[config.mk]
export PLATFORM = sky130hd
export DESIGN_NAME = brd_irq_ctl
export DESIGN_NICKNAME = d
export VERILOG_FILES = /design/src/rtl/brd_irq_pkg.sv /design/src/rtl/brd_irq_sync.sv /design/src/rtl/brd_irq_core.sv /design/src/rtl/brd_slot_reg.sv /design/src/rtl/brd_scratch.sv /design/src/rtl/brd_irq_ctl.sv
export SDC_FILE = /design/constraint.sdc
export NUM_CORES = 1
export LEC_CHECK = 0
export CORE_MARGIN = 5
export CORE_UTILIZATION = 55
export CTS_BUF_LIST = sky130_fd_sc_hd__clkbuf_8 sky130_fd_sc_hd__clkbuf_16
export CTS_CLUSTER_SIZE = 14
export DETAILED_ROUTE_END_ITERATION = 10
export PLACE_DENSITY = 0.71
export SYNTH_ARGS = -nofsm -noshare
export SYNTH_HDL_FRONTEND = slang
export SYNTH_SLANG_ARGS = --single-unit
[constraint.sdc]
create_clock -name clk -period 1.7 [get_ports clk]
set_input_delay 0.255 -clock clk [delete_from_list [all_inputs] [get_ports clk]]
set_output_delay 0.255 -clock clk [all_outputs]
set_load 0.01 [all_outputs]
[src/rtl/brd_irq_pkg.sv]
package brd_irq_pkg;
  localparam int DW     = 32;
  localparam int AW     = 8;
  localparam int N_IRQ  = 16;
  localparam int N_SCR  = 8;
  localparam int CTL_W  = 5;
  localparam int CD_BIT = 5;
  localparam int RDY_BIT = 10;
  localparam int CD_SRC0 = 9;
  localparam int CD_SRC1 = 13;

  localparam logic [DW-1:0] IRQ_WMASK = 32'h000F_EEFF;

  localparam logic [AW-1:0] A_EN    = 8'hC0;
  localparam logic [AW-1:0] A_PEND  = 8'hD0;
  localparam logic [AW-1:0] A_SLOT0 = 8'hE0;
  localparam logic [AW-1:0] A_SLOT1 = 8'hE4;

  // Address of scratch register i
  function automatic logic [AW-1:0] scr_addr(input int i);
    case (i)
      0:       return 8'h10;
      1:       return 8'h14;
      2:       return 8'h40;
      3:       return 8'h60;
      4:       return 8'h80;
      5:       return 8'h84;
      6:       return 8'h88;
      default: return 8'h90;
    endcase
  endfunction

  function automatic logic is_mapped(input logic [AW-1:0] a);
    logic hit;
    hit = (a == A_EN) || (a == A_PEND) || (a == A_SLOT0) || (a == A_SLOT1);
    for (int i = 0; i < N_SCR; i++) begin
      if (a == scr_addr(i)) hit = 1'b1;
    end
    return hit;
  endfunction
endpackage

[src/rtl/brd_irq_sync.sv]
module brd_irq_sync #(
  parameter int W = 16
) (
  input  logic         clk,
  input  logic         rst_n,
  input  logic [W-1:0] d,
  output logic [W-1:0] q
);
  logic [W-1:0] meta;

  always_ff @(posedge clk or negedge rst_n) begin
    if (!rst_n) begin
      meta <= '0;
      q    <= '0;
    end else begin
      meta <= d;
      q    <= meta;
    end
  end
endmodule

[src/rtl/brd_irq_core.sv]
module brd_irq_core #(
  parameter int              DW    = 32,
  parameter int              N_IRQ = 16,
  parameter logic [DW-1:0]   WMASK = 32'h000F_EEFF
) (
  input  logic             clk,
  input  logic             rst_n,
  input  logic [N_IRQ-1:0] lvl,
  input  logic             en_we,
  input  logic             pend_we,
  input  logic [DW-1:0]    wdata,
  output logic [DW-1:0]    en_q,
  output logic [DW-1:0]    pend_q,
  output logic             irq_out
);
  localparam int PAD = DW - N_IRQ;

  logic [DW-1:0] lvl_ext;
  logic [DW-1:0] pend_base;
  logic [DW-1:0] pend_d;

  assign lvl_ext = {{PAD{1'b0}}, lvl};

  // Bus write forms the base; line sets are ORed on top (line wins)
  always_comb begin
    pend_base = pend_we ? (wdata & WMASK) : pend_q;
    pend_d    = pend_base | (lvl_ext & en_q & WMASK);
  end

  always_ff @(posedge clk or negedge rst_n) begin
    if (!rst_n) begin
      en_q   <= '0;
      pend_q <= '0;
    end else begin
      pend_q <= pend_d;
      if (en_we) en_q <= wdata & WMASK;
    end
  end

  assign irq_out = |(pend_q & en_q);
endmodule

[src/rtl/brd_slot_reg.sv]
module brd_slot_reg #(
  parameter int DW      = 32,
  parameter int CTL_W   = 5,
  parameter int CD_BIT  = 5,
  parameter int RDY_BIT = 10
) (
  input  logic             clk,
  input  logic             rst_n,
  input  logic             we,
  input  logic [CTL_W-1:0] wdata,
  input  logic             cd_lvl,
  output logic [DW-1:0]    rd_val
);
  logic [CTL_W-1:0] ctl_q;

  always_ff @(posedge clk or negedge rst_n) begin
    if (!rst_n)  ctl_q <= '0;
    else if (we) ctl_q <= wdata;
  end

  always_comb begin
    rd_val              = '0;
    rd_val[CTL_W-1:0]   = ctl_q;
    rd_val[CD_BIT]      = ~cd_lvl;
    rd_val[RDY_BIT]     = 1'b1;
  end
endmodule

[src/rtl/brd_scratch.sv]
module brd_scratch #(
  parameter int DW = 32,
  parameter int AW = 8,
  parameter int N  = 8
) (
  input  logic          clk,
  input  logic          rst_n,
  input  logic          we,
  input  logic [AW-1:0] addr,
  input  logic [DW-1:0] wdata,
  output logic          hit,
  output logic [DW-1:0] rd_val
);
  import brd_irq_pkg::*;

  logic [N-1:0]  sel;
  logic [DW-1:0] regs [N];

  for (genvar g = 0; g < N; g++) begin : g_reg
    assign sel[g] = (addr == scr_addr(g));
    always_ff @(posedge clk or negedge rst_n) begin
      if (!rst_n)           regs[g] <= '0;
      else if (we && sel[g]) regs[g] <= wdata;
    end
  end

  assign hit = |sel;

  always_comb begin
    rd_val = '0;
    for (int i = 0; i < N; i++) begin
      if (sel[i]) rd_val = regs[i];
    end
  end
endmodule

[src/rtl/brd_irq_ctl.sv]
module brd_irq_ctl
  import brd_irq_pkg::*;
#(
  parameter int DW    = brd_irq_pkg::DW,
  parameter int AW    = brd_irq_pkg::AW,
  parameter int N_IRQ = brd_irq_pkg::N_IRQ
) (
  input  logic             clk,
  input  logic             rst_n,
  input  logic [AW-1:0]    bus_addr,
  input  logic             bus_wr,
  input  logic             bus_rd,
  input  logic [DW-1:0]    bus_wdata,
  output logic [DW-1:0]    bus_rdata,
  input  logic [N_IRQ-1:0] irq_in,
  output logic             irq_out
);
  localparam int N_SLOT = 2;

  logic [N_IRQ-1:0] lvl_s;
  logic [DW-1:0]    en_q, pend_q;
  logic             scr_hit;
  logic [DW-1:0]    scr_val;
  logic [DW-1:0]    slot_val [N_SLOT];
  logic [N_SLOT-1:0] slot_sel;
  logic [DW-1:0]    rd_mux;

  brd_irq_sync #(.W(N_IRQ)) u_sync (
    .clk(clk), .rst_n(rst_n), .d(irq_in), .q(lvl_s)
  );

  brd_irq_core #(.DW(DW), .N_IRQ(N_IRQ), .WMASK(IRQ_WMASK)) u_core (
    .clk(clk), .rst_n(rst_n), .lvl(lvl_s),
    .en_we(bus_wr && bus_addr == A_EN),
    .pend_we(bus_wr && bus_addr == A_PEND),
    .wdata(bus_wdata), .en_q(en_q), .pend_q(pend_q), .irq_out(irq_out)
  );

  brd_scratch #(.DW(DW), .AW(AW), .N(N_SCR)) u_scr (
    .clk(clk), .rst_n(rst_n), .we(bus_wr), .addr(bus_addr),
    .wdata(bus_wdata), .hit(scr_hit), .rd_val(scr_val)
  );

  for (genvar s = 0; s < N_SLOT; s++) begin : g_slot
    localparam logic [AW-1:0] SA  = (s == 0) ? A_SLOT0 : A_SLOT1;
    localparam int            SRC = (s == 0) ? CD_SRC0 : CD_SRC1;
    assign slot_sel[s] = (bus_addr == SA);
    brd_slot_reg #(.DW(DW), .CTL_W(CTL_W), .CD_BIT(CD_BIT), .RDY_BIT(RDY_BIT)) u_slot (
      .clk(clk), .rst_n(rst_n), .we(bus_wr && slot_sel[s]),
      .wdata(bus_wdata[CTL_W-1:0]), .cd_lvl(lvl_s[SRC]), .rd_val(slot_val[s])
    );
  end

  always_comb begin
    rd_mux = '0;
    if (scr_hit)                rd_mux = scr_val;
    else if (bus_addr == A_EN)   rd_mux = en_q;
    else if (bus_addr == A_PEND) rd_mux = pend_q;
    else if (slot_sel[0])        rd_mux = slot_val[0];
    else if (slot_sel[1])        rd_mux = slot_val[1];
  end

  always_ff @(posedge clk or negedge rst_n) begin
    if (!rst_n)      bus_rdata <= '0;
    else if (bus_rd) bus_rdata <= rd_mux;
  end
endmodule

Word level (Yosys, flattened, before mapping). Index checks and enable logic that the tools add are counted.

Flip-flop bits (word level): 380. Latch bits: 0. Bits in writable memories: 0. ROM bits: 0. Input port bits: 60. Output and inout port bits: 33. Word-level logic and storage cells: 60. Memories kept: 0.

Add/subtract/negate cells: 0. $mul: 0. Divide/modulo/power cells: 0. $lt $le $gt $ge: 0. Eq/ne operators: 12. Shifts and indexed selects: 0. Muxes and demuxes: 14. Bitwise gates (word level): 5. Reductions and logical operators: 14.

Operators with widths (count): 32-bit 2-to-1 mux (12); 8-bit == test (second input constant) (8); 32-bit by 20-bit bitwise AND with 32-bit output (1); 32-bit by 20-bit OR with 32-bit output (1); 32-bit OR reduction (1); 11-bit 2-to-1 mux (2); 16-bit by 20-bit bitwise AND with 20-bit output (1); 8-bit by 5-bit == test with 1-bit output (second input constant) (2); 8-bit by 7-bit == test with 1-bit output (second input constant) (2); 1-bit logical AND (12); 8-bit OR reduction (1); 1-bit inverter (2).

Logic depth before layout (Yosys ltp). Gate-level depths: netlist of run 1.

Depth in word-level cells: 10. Depth in mapped cells: 8. Mapped depth without buffers: 5.

Cells and area by module. Synthesis of run 1 repeated with hierarchy kept, for this count alone.

Cells, all modules: 1525. Area, all modules: 18371.4 sq um.

By module, submodules not included: brd_scratch (instances 1, cells each 954, area each 12470.7 sq um, seq. area each 6406.1 sq um); brd_irq_ctl (instances 1, cells each 317, area each 2597.5 sq um, seq. area each 800.8 sq um); brd_irq_core (instances 1, cells each 144, area each 1726.7 sq um, seq. area each 900.9 sq um); brd_irq_sync (instances 1, cells each 32, area each 800.8 sq um, seq. area each 800.8 sq um); brd_slot_reg (instances 2, cells each 39, area each 387.9 sq um, seq. area each 125.1 sq um).

Worst setup path before layout of run 1. Ideal clock, no wire load.

Path kind: in2reg. Start point: input port bus_addr[2]. End point: register u_core.pend_q[16]. Library setup time: 125 ps. Data arrival time: 1840 ps. Data required time: 1575 ps. Path slack: -264 ps. Cell stages on the path: 6. Buffers on the path: 2. Cell sequence: buf_6 or4_4 nor3_4 and3_4 buf_6 mux2_2.

Word-level cells in the longest chain between the ends: 4.

Ends and longest elaborated chain: from (decl) (line brd_irq_ctl.sv:10) `input logic [AW-1:0] bus_addr,`; 8-bit == test (line brd_irq_ctl.sv:35) `.pend_we(bus_wr && bus_addr == A_PEND),`; 1-bit logical AND (line brd_irq_ctl.sv:35); 32-bit 2-to-1 mux (line brd_irq_core.sv:26) `pend_base = pend_we ? (wdata & WMASK) : pend_q;`; 32-bit by 20-bit OR with 32-bit output (line brd_irq_core.sv:27) `pend_d = pend_base | (lvl_ext & en_q & WMASK);`; to (signal assigned) (line brd_irq_core.sv:35) `pend_q <= pend_d;`; to (decl) (line brd_irq_core.sv:13) `output logic [DW-1:0] pend_q,`.

No other way between the ends. A chain may end at the register's enable or synchronous reset.

Final worst setup path of run 1.
Start point: register u_core.pend_q[11]. End point: output port irq_out.

Word-level cells in the longest chain between the ends: 2.

Ends and longest elaborated chain: 32-bit by 20-bit bitwise AND with 32-bit output (line brd_irq_core.sv:40) `assign irq_out = |(pend_q & en_q);`; 32-bit OR reduction (line brd_irq_core.sv:40); to (decl) (line brd_irq_ctl.sv:16) `output logic irq_out`.

No other way between the ends.

==> out/qor.yml, run 1 <==
globalplace.congestion: 0.8764
syn_area_per_cell_um2: 12.85
vias: 11940
grt_max_degree: 54
die_x_um: 183.1
synth_nets: 1343
r2r_setup_slack_ns: 0.10
final-max-slew-violation-count: 0
syn_inst: 1283
critPathLaunchType: "register"
drive_gt1_share_pct: 41.26
grt_first_pass_wirelength_um: 71590
combPwrFrac_pct: 9.7
final_cell_mix: "362 x dfrtp_1, 274 x mux2_2, 158 x buf_4, 54 x a21oi_1, 49 x clkdlybuf4s50_1"
violations: "negative setup slack"
period_needed_ns: 2.159
grt.total_usage_pct: 26.99
ant_nets: 0
dieHeight_um: 183.1
grt_antenna_before_repair: 1
reg2reg_depth: 4
coreArea_um2: 29640
drtIter0Drc: 925
cp_cell_sequence: "a22o_1 -> a221oi_2 -> and3_1 -> nand4_1 -> buf_2"
drc: 0
hold_path_startpoint: "irq_in[2]"
yosys_warnings: 0
final_common_cell: "dfrtp_1"
first_pass_iters: 5
initial_utilization_pct: 55.62
area_growth_pct: 26.35
fill_cells: 2107
grt_overflow_total: 0
synth_seq_cells: 362
grt_setup_unrepaired: "yes"
setup_ws_ns: -0.4594
whs_endpoint: "u_sync.meta[2]$_DFF_PN0_"
io_buffers: 90
synth_edf_count: 0
ios: 93
cts_made_buffers: 40
vdd_drop_max_v: 0.0007617
drv_cap: 0
r2r-start: "u_scr.regs[164]$_DFFE_PN0P_"
clk_pin_slew_ns: 0.06
vias_per_cell: 6.201
synth_area_leaders: "dfrtp_1 55%, mux2_2 20%, a221o_1 1.9%"
clkPwrFrac_pct: 43.1
clk_latency_ns: 0.53
relSlewSlack_pct: 65.19
wl_um: 46240
final_area_um2: 20830
die_area_um2: 33540
final_nets: 1564
dp_hpwl_um: 30560
p_seq_share_pct: 47.1
setup.worst_path.end_class: "output port"
synth_top_area_cell: "dfrtp_1"
root_buffer: "clkbuf_16"
p_switching_mw: 4.719
cp.arrival_ns: 1.90
cts_buffer_depth: 3
cts.sinks: 362
rows: 63
async_flop_share_pct: 100.0
skew_ns: 0.02406
worst_ep_required_time_ns: 1.44
syn_area_um2: 16490
synth.distinct_cells: 63
synth_ff_type: "dfrtp_1"
holdWs_ns: 0.1612
crit_type: "register to output port"
holdPathStages: 1
grt_pass1_vias: 12360
final_cells: 1925
htree_levels: 2
hp-class: "input pin to register"
hold_viol_final: 0
setup_viol: 1
crit_fanout: 2
dp.cells: 1828
drt-wirelength-per-cell_um: 24.02
max_clock_freq_ghz: 0.4631
fin_crit_sh_pct: 127.0
yosysTopAreaCellShare_pct: 54.95
worstMarginPinSlew_ns: 0.5206
seq_area_frac_synth_pct: 54.95
cts_tree: "done"
p_int_mw: 15.25
crit_path_max_incr_delay_ns: 0.38
crit_slowest_cell: "dfrtp_1"
p_sw_share_pct: 23.63
r2r_end: "bus_rdata[4]$_DFFE_PN0P_"
placed_area_um2: 19110
outcome: "finished with violations"
power_leakage_nw: 10.25
tns_ns: -0.4594
pwr_density_cell_nw_per_um2: 958.8
==> routing by layer <==
layer  up-vias  part of all wire, %  GRT usage (%)
li1       5201                    -              -
met1      6184                   42          37.81
met2       457                   49          44.04
met3        94                  6.3          4.205
met4         0                  2.8          8.194
met5         -                    0              0
==> area by class of cell <==
type	count	area [µm²]	area share, %
Sequential cell	362	9059	43.49
Multi-Input combinational cell	793	7084	34.01
Timing Repair Buffer	290	2799	13.44
Clock buffer	50	1161	5.574
Tap cell	390	488.0	2.343
Clock inverter	22	172.7	0.8289
Inverter	17	63.81	0.3063
Antenna cell	1	2.502	0.01201
==> worst max path at each step <==
| stage | startpoint | endpoint | slack (ns) | depth (start not counted) |
|---|---|---|---|---|
| 2_1_floorplan | bus_addr[2] | u_core.pend_q[16]$_DFFE_PN0P_ | -0.19 | 6 |
| 3_3_place_gp | bus_addr[3] | bus_rdata[6]$_DFFE_PN0P_ | -0.81 | 9 |
| 3_5_place_dp | bus_addr[3] | bus_rdata[2]$_DFFE_PN0P_ | -0.87 | 7 |
| 4_1_cts | u_core.en_q[11]$_DFFE_PN0P_ | irq_out | -0.46 | 5 |
| 5_1_grt | u_core.pend_q[11]$_DFF_PN0_ | irq_out | -0.50 | 5 |
| 6_report | u_core.pend_q[11]$_DFF_PN0_ | irq_out | -0.46 | 5 |
==> cell families (layout without fill, tap and decap cells) <==
family | after synthesis | in the layout | synth area share, %
and+or+nand+nor | 204 | 204 | 7.119
other | 0 | 1 | 0
DFF | 362 | 362 | 54.95
muxes | 345 | 345 | 23.57
AOI/OAI and AO/OA | 244 | 244 | 10.63
buffers and inverters | 128 | 379 | 3.742
==> through the flow <==
stage	worst slack, ns	power [mW]	utilization [%]
after global placement	-0.8063	11.39	64.48
final	-0.4594	19.97	70.28
after detailed placement	-0.8686	11.46	64.48
after CTS	-0.4582	20.06	69.40
after floorplan	-0.1943	10.43	-
after global routing	-0.5047	20.68	70.28
==> cells in the mapped netlist (10+ instances only) <==
cell,instances
dfrtp_1,362
mux2_2,293
a21oi_1,55
nand2_1,50
buf_2,42
nor2_1,41
clkbuf_1,38
a221o_1,31
mux2i_1,30
nor2b_1,29
and3_1,23
o22ai_1,23
a22oi_1,21
o21ai_0,19
o221ai_1,18
buf_1,16
inv_1,16
o211ai_1,14
a32oi_1,13
a31oi_1,12
mux2_1,12
o31ai_1,11
mux2_4,10
nand3_1,10
==> worst max-delay path, delay by kind of cell, from the launching register on <==
kind | cells | cell delay, ns
flip-flops | 1 | 0.38
AO/OA/AOI/OAI | 2 | 0.46
buffers and inverters | 1 | 0.18
AND/OR/NAND/NOR | 2 | 0.36
==> sequential cells by signal, summed over array words and instances, names as in the netlist <==
signal and count:
u_sync.meta 14, u_sync.q 14, u_scr.regs 256, u_core.pend_q 18, bus_rdata 32, u_core.en_q 18
g_slot.u_slot.ctl_q 10
==> timing repair <==
action                                  in CTS  in global routing
pin swaps                                   10                 13
resized for setup                           45                 47
hold endpoints to repair                    38                  0
cloned                                       1                  3
endpoints found under the setup margin     358                114
hold buffers                                 1                  0
buffers inserted                            11                  8
==> power by group through the flow <==
stage          sequential, mW  combinational [mW]  clock, mW
2_1_floorplan            9.46               0.962          0
3_3_place_gp             9.52                1.87          0
3_5_place_dp             9.54                1.92          0
4_1_cts                  9.40                1.92       8.74
5_1_grt                  9.46                2.11       9.12
6_report                 9.41                1.95       8.61
(Power assumes the default switching activity.)
==> run 2: changes to the inputs <==
CORE_MARGIN = not set   (was 5)
==> out/qor.yml, run 2 (same netlist as run 1, synthesis figures left out) <==
p_int_mw: 15.23  # was 15.25 mW
die_area_um2: 30670  # was 33540 µm²
grt_setup_unrepaired: "yes"  # unchanged
skew_ns: 0.02049  # was 0.02406 ns
initial_utilization_pct: 55.77  # was 55.62%
dieHeight_um: 175.1  # was 183.1 µm
dp_hpwl_um: 28800  # was 30560 µm
dp.cells: 1818  # was 1828
final_common_cell: "dfrtp_1"  # unchanged
setup_ws_ns: -0.4265  # was -0.4594 ns
worstMarginPinSlew_ns: 0.5475  # was 0.5206 ns
holdPathStages: 1  # unchanged
grt_first_pass_wirelength_um: 68410  # was 71590 µm
p_switching_mw: 4.609  # was 4.719 mW
worst_ep_required_time_ns: 1.44  # about the same
r2r_setup_slack_ns: 0.15  # was 0.10 ns
final_nets: 1554  # was 1564
r2r_end: "bus_rdata[4]$_DFFE_PN0P_"  # unchanged
max_clock_freq_ghz: 0.4702  # was 0.4631 GHz
crit_path_max_incr_delay_ns: 0.38  # about the same
cts_buffer_depth: 3  # unchanged
preCtsSetupSlack_ns: -0.8422  # was -0.8686 ns
htree_levels: 2  # unchanged
ant_nets: 0  # unchanged
cp_cell_sequence: "a22o_1 -> a221oi_2 -> and3_1 -> nand4_1 -> buf_2"  # unchanged
relSlewSlack_pct: 63.39  # was 65.19%
setup_viol: 1  # unchanged
combPwrFrac_pct: 9.6  # was 9.7%
rows: 63  # unchanged
hp-class: "input pin to register"  # unchanged
holdWs_ns: 0.1636  # was 0.1612 ns
placed_area_um2: 18950  # was 19110 µm²
drive_gt1_share_pct: 40.49  # was 41.26%
drv_cap: 0  # unchanged
grt_overflow_total: 0  # unchanged
drc: 2  # was 0
io_buffers: 90  # unchanged
clk_latency_ns: 0.54  # was 0.53 ns
setup.worst_path.end_class: "output port"  # unchanged
whs_endpoint: "u_sync.meta[9]$_DFF_PN0_"  # was u_sync.meta[2]$_DFF_PN0_
r2r-start: "u_scr.regs[132]$_DFFE_PN0P_"  # was u_scr.regs[164]$_DFFE_PN0P_
outcome: "finished with violations"  # unchanged
grt.total_usage_pct: 28.76  # was 26.99%
reg2reg_depth: 4  # unchanged
grt_antenna_before_repair: 2  # was 1
reg.largest.list: "u_scr.regs (256), bus_rdata (32)"  # unchanged
critPathLaunch: "u_core.pend_q[11]$_DFF_PN0_"  # unchanged
p_sw_share_pct: 23.23  # was 23.63%
vias: 11660  # was 11940
vias_per_cell: 6.099  # was 6.201
largest_reg_flops: 256  # unchanged
cp.arrival_ns: 1.87  # was 1.90 ns
crit_fanout: 2  # unchanged
power_leakage_nw: 10.08  # was 10.25 nW
vdd_drop_max_v: 0.0007829  # was 0.0007617 V
top_register: "u_scr.regs"  # unchanged
area_growth_pct: 25.12  # was 26.35%
coreArea_um2: 29560  # was 29640 µm²
root_buffer: "clkbuf_16"  # unchanged
wl_um: 43580  # was 46240 µm
ios: 93  # unchanged
grt_max_degree: 60  # was 54
first_pass_iters: 8  # was 5
pwr_density_cell_nw_per_um2: 961.8  # was 958.8 nW/µm²
clk_pin_slew_ns: 0.06  # about the same
p_seq_share_pct: 47.5  # was 47.1%
die_x_um: 175.1  # was 183.1 µm
globalplace.congestion: 0.8817  # was 0.8764
critPathLaunchType: "register"  # unchanged
fin_util_pct: 69.78  # was 70.28%
clkPwrFrac_pct: 42.9  # was 43.1%
cts_tree: "done"  # unchanged
final_cell_mix: "362 x dfrtp_1, 283 x mux2_2, 150 x buf_4, 54 x a21oi_1, 52 x clkdlybuf4s50_1"  # was 362 x dfrtp_1, 274 x mux2_2, 158 x buf_4, 54 x a21oi_1, 49 x clkdlybuf4s50_1
final_cells: 1911  # was 1925
cts.sinks: 362  # unchanged
fin_crit_sh_pct: 125.1  # was 127.0%
period_needed_ns: 2.127  # was 2.159 ns
hold_viol_final: 0  # unchanged
crit_type: "register to output port"  # unchanged
violations: "design-rule violations, negative setup slack"  # was negative setup slack
crit_slowest_cell: "dfrtp_1"  # unchanged
cts_made_buffers: 39  # was 40
drtIter0Drc: 877  # was 925
drt-wirelength-per-cell_um: 22.80  # was 24.02 µm
final_area_um2: 20630  # was 20830 µm²
hold_path_startpoint: "irq_in[9]"  # was irq_in[2]
final-max-slew-violation-count: 0  # unchanged
grt_pass1_vias: 12310  # was 12360
-- run 2: cell types whose count changed in the layout (fill, tap and decap cells not counted), moves of 4 or more --
cell and change:
mux2_4 -9, buf_4 -8, buf_12 -6, mux2_2 +9, dlymetal6s2s_1 -4
-- run 2: per-layer routing --
layer,global-route usage [%],wire length (µm),up-vias
li1,-,-,5174
met1,38.82,19030,6048
met2,46.74,21070,347
met3,4.830,2258,86
met4,10.83,1222,0
met5,0,0,-
-- run 2: per-stage QoR --
| stage | setup TNS (ns) | total power, mW |
|---|---|---|
| final | -0.4265 | 19.84 |
| after global routing | -0.4766 | 20.53 |
| after CTS | -0.4221 | 19.96 |
| after detailed placement | -221.20 | 11.42 |
| after global placement | -214.57 | 11.34 |
| after floorplan | -15.60 | 10.43 |
-- run 2: worst max-delay path: cells and delay by family (launching register included) --
family	cells	cell delay [ns]
AOI/OAI and AO/OA	2	0.47
DFF	1	0.38
and+or+nand+nor	2	0.33
buffers and inverters	1	0.17
-- run 2: timing repair --
| item | 4_1_cts | 5_1_grt |
|---|---|---|
| gates cloned | 3 | 4 |
| pin swaps | 13 | 12 |
| endpoints found under the hold margin | 46 | 0 |
| setup endpoints to repair | 325 | 80 |
| buffers inserted | 9 | 9 |
| hold buffers | 1 | 0 |
| resized for setup | 64 | 24 |
-- run 2: worst max path at each step --
stage                               endpoint  cells past startpoint
5_1_grt                              irq_out                      5
3_5_place_dp       bus_rdata[11]$_DFFE_PN0P_                      8
3_3_place_gp       bus_rdata[10]$_DFFE_PN0P_                      9
2_1_floorplan  u_core.pend_q[16]$_DFFE_PN0P_                      6
6_report                             irq_out                      5
4_1_cts                              irq_out                      5
-- run 2: cell type report --
| class | count | area, µm² |
|---|---|---|
| timing repair buffer | 281 | 2670 |
| fill | 2111 | 8932 |
| tap | 390 | 488.0 |
| antenna | 2 | 5.005 |
| clock buffer | 46 | 1084 |
| clock inverter | 20 | 207.7 |
| inverter | 17 | 63.81 |
| multi-input combinational | 793 | 7051 |
| sequential | 362 | 9059 |
-- run 2: power by group through the flow --
stage / clock network (mW) / registers [mW] / logic, mW
floorplan: 0 / 9.46 / 0.962
global placement: 0 / 9.53 / 1.82
detailed placement: 0 / 9.54 / 1.87
CTS: 8.65 / 9.41 / 1.90
global route: 9.00 / 9.47 / 2.06
finish: 8.51 / 9.42 / 1.91
==> run 3: changes to the inputs <==
ABC_CLOCK_PERIOD_IN_PS = 1700   (was not set)
CORE_ASPECT_RATIO = 1.4   (was not set)
==> out/qor.yml, run 3 (same netlist as run 1, synthesis figures left out) <==
skew_ns: 0.01159  # was 0.02049 ns
initial_utilization_pct: 56.17  # was 55.77%
globalplace.congestion: 0.8919  # was 0.8817
period_needed_ns: 2.105  # was 2.127 ns
cp.arrival_ns: 1.85  # was 1.87 ns
final_nets: 1534  # was 1554
drtIter0Drc: 746  # was 877
cts_made_buffers: 37  # was 39
grt_setup_unrepaired: "yes"  # unchanged
first_pass_iters: 5  # was 8
drive_gt1_share_pct: 40.00  # was 40.49%
dieHeight_um: 206.9  # was 175.1 µm
grt_first_pass_wirelength_um: 68320  # was 68410 µm
grt_max_degree: 66  # was 60
drc: 0  # was 2
cts.sinks: 362  # unchanged
htree_levels: 2  # unchanged
top_layer_used: "met4"  # unchanged
setup_viol: 1  # unchanged
wl_met3_um: 2023  # was 2258 µm
fin_crit_sh_pct: 123.8  # was 125.1%
ant_nets: 0  # unchanged
hp-class: "input pin to register"  # unchanged
fin_util_pct: 69.94  # was 69.78%
setup_ws_ns: -0.4047  # was -0.4265 ns
largest_reg_flops: 256  # unchanged
grt_overflow_total: 0  # unchanged
clk_pin_slew_ns: 0.06  # about the same
hold_viol_final: 0  # unchanged
vias_per_cell: 6.164  # was 6.099
relSlewSlack_pct: 61.25  # was 63.39%
wl_met1_um: 17780  # was 19030 µm
final_cell_mix: "362 x dfrtp_1, 284 x mux2_2, 129 x buf_4, 54 x a21oi_1, 52 x clkdlybuf4s50_1"  # was 362 x dfrtp_1, 283 x mux2_2, 150 x buf_4, 54 x a21oi_1, 52 x clkdlybuf4s50_1
cts_buffer_depth: 3  # unchanged
violations: "negative setup slack"  # was design-rule violations, negative setup slack
vdd_drop_max_v: 0.0008525  # was 0.0007829 V
top_register: "u_scr.regs"  # unchanged
area_growth_pct: 24.52  # was 25.12%
reg.largest.list: "u_scr.regs (256), bus_rdata (32)"  # unchanged
crit_fanout: 2  # unchanged
power_leakage_nw: 10.07  # was 10.08 nW
grt_pass1_vias: 12200  # was 12310
critPathLaunchType: "register"  # unchanged
wl_um: 43830  # was 43580 µm
io_buffers: 90  # unchanged
preCtsSetupSlack_ns: -0.8209  # was -0.8422 ns
dp_hpwl_um: 29110  # was 28800 µm
setup.worst_path.end_class: "output port"  # unchanged
cts_tree: "done"  # unchanged
grt.total_usage_pct: 29.41  # was 28.76%
clk_latency_ns: 0.52  # was 0.54 ns
final-max-slew-violation-count: 0  # unchanged
die_x_um: 148.3  # was 175.1 µm
dr_wl_met2_um: 22320  # was 21070 µm
antennaDiodeCount: 0  # was 2
fill_cells: 2083  # was 2111
drt-wirelength-per-cell_um: 23.38  # was 22.80 µm
holdWs_ns: 0.1744  # was 0.1636 ns
grt_antenna_before_repair: 0  # was 2
ios: 93  # unchanged
final_common_cell: "dfrtp_1"  # unchanged
crit_type: "register to output port"  # unchanged
outcome: "finished with violations"  # unchanged
drv_cap: 0  # unchanged
max_clock_freq_ghz: 0.4751  # was 0.4702 GHz
worstMarginPinSlew_ns: 0.5794  # was 0.5475 ns
die_area_um2: 30680  # was 30670 µm²
vias: 11560  # was 11660
root_buffer: "clkbuf_16"  # unchanged
worst_ep_required_time_ns: 1.44  # about the same
pwr_density_cell_nw_per_um2: 957.2  # was 961.8 nW/µm²
rows: 74  # was 63
coreArea_um2: 29350  # was 29560 µm²
## run 3: path summary, 6_finish.rpt
kind | slack (ns) | start | to | cells after the start
min reg2reg | 0.35 | u_sync.meta[9]$_DFF_PN0_ | u_sync.q[9]$_DFF_PN0_ | 0
min | 0.17 | irq_in[4] | u_sync.meta[4]$_DFF_PN0_ | 1
max reg2reg | 0.14 | u_scr.regs[132]$_DFFE_PN0P_ | bus_rdata[4]$_DFFE_PN0P_ | 4
max in group asynchronous | 0.75 | rst_n | u_sync.q[3]$_DFF_PN0_ | 3
max | -0.40 | u_core.en_q[11]$_DFFE_PN0P_ | irq_out | 5
min in group asynchronous | 0.23 | rst_n | u_scr.regs[198]$_DFFE_PN0P_ | 2
## run 3: what timing repair did
item / in CTS / in global routing
resized for setup: 47 / 32
gates cloned: 1 / 2
pin swaps: 11 / 14
setup buffers: 10 / 4
hold buffers: 1 / 0
hold endpoints to repair: 79 / 0
setup endpoints to repair: 334 / 171
## run 3: area by class of cell
| cell class | count | area (µm²) | share of cell area (%) |
|---|---|---|---|
| repair buffers | 263 | 2633 | 12.82 |
| flip-flops and latches | 362 | 9059 | 44.13 |
| multi-input cells | 793 | 7064 | 34.41 |
| clock inverters | 15 | 197.7 | 0.9630 |
| well taps | 380 | 475.5 | 2.316 |
| inverters | 17 | 63.81 | 0.3108 |
| clock buffers | 45 | 1036 | 5.047 |
## run 3: critical path: stages (launching register included)
cell and delay (ns):
dfrtp_1 0.38, a22o_1 0.26, a221oi_2 0.19, and3_1 0.19, nand4_1 0.13, buf_2 0.18
## run 3: layer usage
| metal | vias to the layer above | GRT usage (%) |
|---|---|---|
| li1 | 5127 | - |
| met1 | 5984 | 36.71 |
| met2 | 346 | 50.70 |
| met3 | 101 | 4.220 |
| met4 | 0 | 13.40 |
| met5 | - | 0 |
## run 3: where the power goes
part | switching [mW] | internal, mW
clock | 3.30 | 5.05
combinational | 0.928 | 0.950
sequential | 0.312 | 9.11
total | 4.54 | 15.1
## run 3: metrics by stage
| step | cells | setup TNS, ns | instance area [µm²] | total power, mW |
|---|---|---|---|---|
| after floorplan | 1283 | -15.60 | 16740 | 10.43 |
| after global placement | 1797 | -208.92 | 18990 | 11.32 |
| after detailed placement | 1797 | -220.44 | 18990 | 11.40 |
| after global routing | 1875 | -0.4609 | 20530 | 20.31 |
| after CTS | 1869 | -0.4571 | 20400 | 19.74 |
| final | 1875 | -0.4047 | 20530 | 19.65 |
